==> src/rtl/txramp_seq.sv <==
module txramp_seq #(
  parameter int DIV = 20,
  parameter int GW  = 8,
  parameter int LW  = 12
) (
  input  logic          clk,
  input  logic          rst_n,
  input  logic          tx_req,
  input  logic          data_end,
  input  logic          cfg_we,
  input  logic [GW-1:0] cfg_gap1,
  input  logic [GW-1:0] cfg_gap2,
  input  logic [GW-1:0] cfg_gap3,
  input  logic [GW-1:0] cfg_gap4,
  input  logic [GW-1:0] cfg_hdr_len,
  input  logic [LW-1:0] cfg_data_len,
  input  logic          cfg_route,
  input  logic          cfg_pe_inv,
  input  logic          cfg_mod_inv,
  input  logic [2:0]    ovr_en,
  input  logic [2:0]    ovr_val,
  output logic          cmd_pin,
  output logic          cmd_pin_n,
  output logic          pe_pin,
  output logic          mod_pin,
  output logic          data_win
);
  localparam int PW = (DIV > 1) ? $clog2(DIV) : 1;
  localparam int UW = (GW > LW) ? GW : LW;

  typedef enum logic [3:0] {
    S_IDLE, S_G1, S_G2, S_ON4, S_ON3, S_HDR, S_PRE, S_DATA, S_G3, S_G4, S_TAIL
  } st_t;

  st_t st, nst;

  logic [GW-1:0] g1_q, g2_q, g3_q, g4_q, hdr_q;
  logic [LW-1:0] len_q;
  logic          route_q, pinv_q, minv_q;

  logic [2:0]    fix_q, nfix;
  logic [UW-1:0] unit_q, nunit;
  logic [PW-1:0] presc_q;
  logic          last, idle;
  logic          t1, t2, t3, txon, pwr;

  assign idle = (st == S_IDLE);
  assign last = (fix_q == 3'd1 && unit_q == '0) ||
                (fix_q == 3'd0 && unit_q == UW'(1) && presc_q == PW'(DIV - 1));

  always_comb begin
    nst = st;
    unique case (st)
      S_IDLE: if (tx_req) nst = S_G1;
      S_G1:   if (last) nst = S_G2;
      S_G2:   if (last) nst = S_ON4;
      S_ON4:  if (last) nst = S_ON3;
      S_ON3:  if (last) nst = (hdr_q == '0) ? S_PRE : S_HDR;
      S_HDR:  if (last) nst = S_PRE;
      S_PRE:  if (last) nst = (len_q == '0) ? S_G3 : S_DATA;
      S_DATA: if (last || data_end) nst = S_G3;
      S_G3:   if (last) nst = S_G4;
      S_G4:   if (last) nst = S_TAIL;
      S_TAIL: if (last) nst = S_IDLE;
      default: nst = S_IDLE;
    endcase
  end

  always_comb begin
    nfix  = 3'd0;
    nunit = '0;
    unique case (nst)
      S_G1:   begin nfix = 3'd2; nunit = UW'(g1_q); end
      S_G2:   begin nfix = 3'd2; nunit = UW'(g2_q); end
      S_ON4:  nfix = 3'd4;
      S_ON3:  nfix = 3'd3;
      S_HDR:  nunit = UW'(hdr_q);
      S_PRE:  nfix = 3'd2;
      S_DATA: nunit = UW'(len_q);
      S_G3:   begin nfix = 3'd2; nunit = UW'(g3_q); end
      S_G4:   begin nfix = 3'd2; nunit = UW'(g4_q); end
      S_TAIL: nfix = 3'd7;
      default: ;
    endcase
  end

  always_ff @(posedge clk or negedge rst_n) begin
    if (!rst_n) begin
      st      <= S_IDLE;
      fix_q   <= 3'd0;
      unit_q  <= '0;
      presc_q <= '0;
    end else begin
      st <= nst;
      if (nst != st) begin
        fix_q   <= nfix;
        unit_q  <= nunit;
        presc_q <= '0;
      end else if (fix_q != 3'd0) begin
        fix_q <= fix_q - 3'd1;
      end else if (unit_q != '0) begin
        if (presc_q == PW'(DIV - 1)) begin
          presc_q <= '0;
          unit_q  <= unit_q - UW'(1);
        end else begin
          presc_q <= presc_q + PW'(1);
        end
      end
    end
  end

  always_ff @(posedge clk or negedge rst_n) begin
    if (!rst_n) begin
      g1_q <= '0; g2_q <= '0; g3_q <= '0; g4_q <= '0;
      hdr_q <= '0; len_q <= '0;
      route_q <= 1'b0; pinv_q <= 1'b0; minv_q <= 1'b0;
    end else if (cfg_we && idle) begin
      g1_q <= cfg_gap1; g2_q <= cfg_gap2; g3_q <= cfg_gap3; g4_q <= cfg_gap4;
      hdr_q <= cfg_hdr_len; len_q <= cfg_data_len;
      route_q <= cfg_route; pinv_q <= cfg_pe_inv; minv_q <= cfg_mod_inv;
    end
  end

  assign t1   = (st >= S_G1)  && (st <= S_G4);
  assign t2   = (st >= S_G2)  && (st <= S_G4);
  assign t3   = (st >= S_ON4) && (st <= S_G3);
  assign txon = (st >= S_ON3) && (st <= S_G4);
  assign pwr  = (st >= S_HDR) && (st <= S_G4);
  assign data_win = (st == S_DATA);

  assign cmd_pin   = ovr_en[0] ? ovr_val[0] : (route_q ? t1 : txon);
  assign cmd_pin_n = ~cmd_pin;
  assign pe_pin    = ovr_en[1] ? ovr_val[1] : ((route_q ? t2 : pwr) ^ pinv_q);
  assign mod_pin   = ovr_en[2] ? ovr_val[2] : (t3 ^ minv_q);
endmodule

==> config.mk <==
export PLATFORM = sky130hd
export DESIGN_NAME = txramp_seq
export DESIGN_NICKNAME = d
export VERILOG_FILES = /design/src/rtl/txramp_seq.sv
export SDC_FILE = /design/constraint.sdc
export NUM_CORES = 1
export LEC_CHECK = 0
export BUFFER_PORTS_ARGS = -buffer_cell sky130_fd_sc_hd__buf_2
export CORE_MARGIN = 1.5
export CORE_UTILIZATION = 45
export DETAILED_ROUTE_END_ITERATION = 8
export PLACE_DENSITY_LB_ADDON = 0.12
export SLEW_MARGIN = 20
export SYNTH_ARGS = -nofsm -noshare
export SYNTH_HDL_FRONTEND = slang
export SYNTH_SLANG_ARGS = --single-unit
==> constraint.sdc <==
create_clock -name clk -period 7.5 [get_ports clk]
set_input_delay 0.75 -clock clk [delete_from_list [all_inputs] [get_ports clk]]
set_output_delay 0.75 -clock clk [all_outputs]
set_load 0.02 [all_outputs]
==> Flow_metrics.wiki <==
{| class="wikitable"
! Metric !! Value
|-
| Via count of the first global-routing pass || roughly 3,300
|-
| Cells resized by post-CTS repair || 0
|-
| Leakage dissipation || 2.19 nW
|-
| Proportion of power drawn by the clock network || 0.208
|-
| Average cell area after synthesis || 11.0 sq um
|-
| Setup total negative slack || 0 ns
|-
| Type of the worst min-delay path || input port to async pin
|-
| Run status || finished clean
|-
| Crit path DAT || around 3.5 ns
|-
| Post-CTS setup buffers || 0
|-
| CTS Root Buffer Type || clkbuf_8
|-
| Summed instance area of the synthesized netlist || between 0.004 and 0.005 sq mm
|-
| Relative slew margins || 0.483
|-
| Total vias in the final route || 3,278
|-
| Minimum clock period after layout || approximately 3.2 ns
|-
| Share of total power in sequential cells || 0.466
|-
| Category of the critical setup timing path || flop to flop
|-
| Final hold violation count || 0
|-
| Number of buffers created by CTS || 9
|-
| Syn Nets || about 460
|-
| Post-synth top flop || dfrtp_1
|-
| Max Clock Freq || 311 MHz
|-
| Transition at the pin with the smallest max-transition slack || 0.768 ns
|-
| Quantity of hold-fixing buffers added after cts || 0
|-
| Category of the worst setup path launch point || flop
|-
| Clock sink count || 79
|-
| Die area || 0.0101 sq mm
|-
| Max Root-Sink Buffers || 2
|-
| DRT Wirelength || between 9000 and 10,000 microns
|-
| Count of port buffers added during placement || 70
|-
| Total routing resource utilization after global routing || 0.208
|-
| Starting utilization of the core area || 0.463
|-
| Combinational Power Share || 0.326
|-
| Synth Warn # || 0
|-
| Hold WS || ~0.27 ns
|-
| Number of setup violations in the final report || 0
|-
| Maximum fanout count along the critical path || 13
|-
| Hpwl dp || ~6900 microns
|-
| Total internal power || between 0.001 and 0.0015 W
|-
| Flip-flop and latch count after synthesis || 79
|-
| Net Sw Power || slightly below 0.0006 W
|-
| Total inserted antenna cells || 0
|-
| Floorplan die height || ~100 microns
|-
| Cell Count Post-Placement || about 570
|-
| Clock latency at the later pin of the worst-skew pair || 0.36 ns
|-
| Detailed router's first-iteration violation count || 190
|-
| Number of ports placed on the die boundary || between 70 and 80
|-
| Avg WL per Cell || approximately 16 microns
|-
| H-tree level count || 3
|-
| Fraction of synthesized cell area taken by the top area cell type || 0.462
|-
| Max Clock Skew || 0.0124 ns
|-
| Area added between synthesis and finish || 15.5%
|-
| Final Max Slew Viols || 0
|-
| # nets final || 525
|-
| Global placer's final weighted congestion || around 0.91
|-
| Initial antenna violation count || 0
|-
| Pwr dens || 328 mW/mm^2
|-
| Reg clk slew, reported paths || 0.10 ns
|-
| Type of destination of the critical path || flop
|-
| Commonest cells in the netlist || 79 x dfrtp_1, 63 x mux2_2, 25 x nand3_1
|-
| TritonCTS clock tree || built
|-
| Cell count after synthesis || slightly below 400
|-
| Cell area reported after detailed placement || approximately 0.0047 sq mm
|-
| Most repeated cell in the gate-level netlist after synthesis || dfrtp_1
|-
| Mean number of vias per cell || between 5 and 6
|-
| Proportion of synthesized chip area in sequential cells || 0.462
|-
| Switching share of power || 0.364
|-
| Die W || just over 100 microns
|-
| Share of flip-flops with an asynchronous set or reset after synthesis || 1.00
|-
| Power, Total || 0.00162 W
|-
| RSZ-0062 raised after global routing || false
|-
| DRC violation count after routing || 0
|-
| Max_cap viols || 0
|-
| Layout Cells excl Fill || 586
|-
| Critical path data required time || approximately 7.8 ns
|-
| Count of flip-flops with a built-in enable after synthesis || 0
|-
| Ranking of synthesized cells by area || dfrtp_1 46%, mux2_2 17%, nand3_1 2.9%
|-
| Routed Antenna Nets || 0
|-
| Total grt overflow || 0
|-
| Largest net degree at the start of global routing || 80
|-
| Count of standard-cell rows || 35
|-
| Final critical-path share of the clock period || 0.429
|-
| Dominant cell type by area after synthesis || dfrtp_1
|-
| Fraction of final layout cells sized beyond drive strength 1 || 0.374
|-
| Cell variety after synth || 64
|-
| Core box area || roughly 0.0092 sq mm
|-
| Post-route cell area || roughly 0.0049 sq mm
|-
| Peak supply drop || ~0.00015 V
|-
| 1st-pass router iterations || 5
|-
| First-pass GRT wire length || 16,400 microns
|}
==> cell type report <==
class,count,area [sq um]
clock buffer,9,124
clock inverter,7,83.8
fill,876,4290
inverter,12,45.0
multi-input combinational,277,2160
sequential,79,1980
tap,129,161
timing repair buffer,73,395
==> path summary, 6_finish.rpt <==
kind                                        from                    end  slack [ns]  depth (start not counted)
max in group asynchronous                  rst_n   fix_q[2]$_DFFE_PN0P_        6.64                          2
max reg2reg                unit_q[7]$_DFFE_PN0P_  unit_q[2]$_DFFE_PN0P_        4.28                          8
min in group clk             g1_q[7]$_DFFE_PN0P_    g1_q[7]$_DFFE_PN0P_        0.51                          1
min reg2reg                  g1_q[7]$_DFFE_PN0P_    g1_q[7]$_DFFE_PN0P_        0.51                          1
max                        unit_q[7]$_DFFE_PN0P_  unit_q[2]$_DFFE_PN0P_        4.28                          8
min                                        rst_n        st[3]$_DFF_PN0_        0.27                          1
==> kinds of logic after synthesis <==
logic type / Yosys count / share of synthesized area
AO/OA/AOI/OAI: 81 / 0.135
XOR/XNOR: 14 / 0.0286
adder cells (fa/ha/maj): 7 / 0.0205
buffers and inverters: 33 / 0.0342
flip-flops: 79 / 0.462
multiplexers: 66 / 0.173
AND/OR/NAND/NOR: 109 / 0.147
==> sequential cells by signal, summed over array words and instances (netlist names), 5 cells and up <==
name,flops
len_q,12
presc_q,5
g2_q,8
g3_q,8
g1_q,8
unit_q,12
hdr_q,8
g4_q,8
==> per-stage QoR <==
step,utilization,worst slack (ns)
after CTS,0.532,4.29
after global routing,0.535,4.05
after floorplan,-,4.68
after global placement,0.510,4.38
after detailed placement,0.510,4.28
final,0.535,4.28
==> power groups by stage <==
stage / registers (W) / logic (W) / clock network, W
after floorplan: 0.000699 / 0.000435 / 0
after global placement: 0.000763 / 0.000508 / 0
after detailed placement: 0.000763 / 0.000527 / 0
after CTS: 0.000755 / 0.000532 / 0.000346
after global routing: 0.000782 / 0.000599 / 0.000362
final: 0.000755 / 0.000529 / 0.000336
==> critical path, cell delays in order, from the launching register on <==
cell and delay, ns:
dfrtp_1 0.43, or4_1 0.64, or4_4 0.49, o22ai_1 0.16, o31ai_2 0.13, and2_4 0.21
nor3_2 0.64, a222oi_1 0.26, a31oi_1 0.19
==> layer usage <==
| layer | routed length, microns | track usage | vias up | share of wire |
|---|---|---|---|---|
| met5 | 0 | 0 | - | 0 |
| li1 | - | - | 1572 | - |
| met3 | 516 | 0.0465 | 17 | 0.054 |
| met2 | 4610 | 0.332 | 100 | 0.48 |
| met4 | 235 | 0.0769 | 0 | 0.024 |
| met1 | 4280 | 0.280 | 1589 | 0.44 |
==> cells in the final DEF, fill, tap and decap left out, drive strengths merged, types with 5 or more instances in the layout <==
cell and instances:
dfrtp 79, buf 73, mux2 63, nand3 25, nor2 19, nand2 16, inv 15, a21oi 14
o21ai 13, a31oi 9, clkbuf 9, nor4 9, a21o 8, xnor2 8, ha 7, nand2b 6
xor2 6, a222oi 6, nor3 6, nor2b 5
Power figures use the tool's default switching activity.
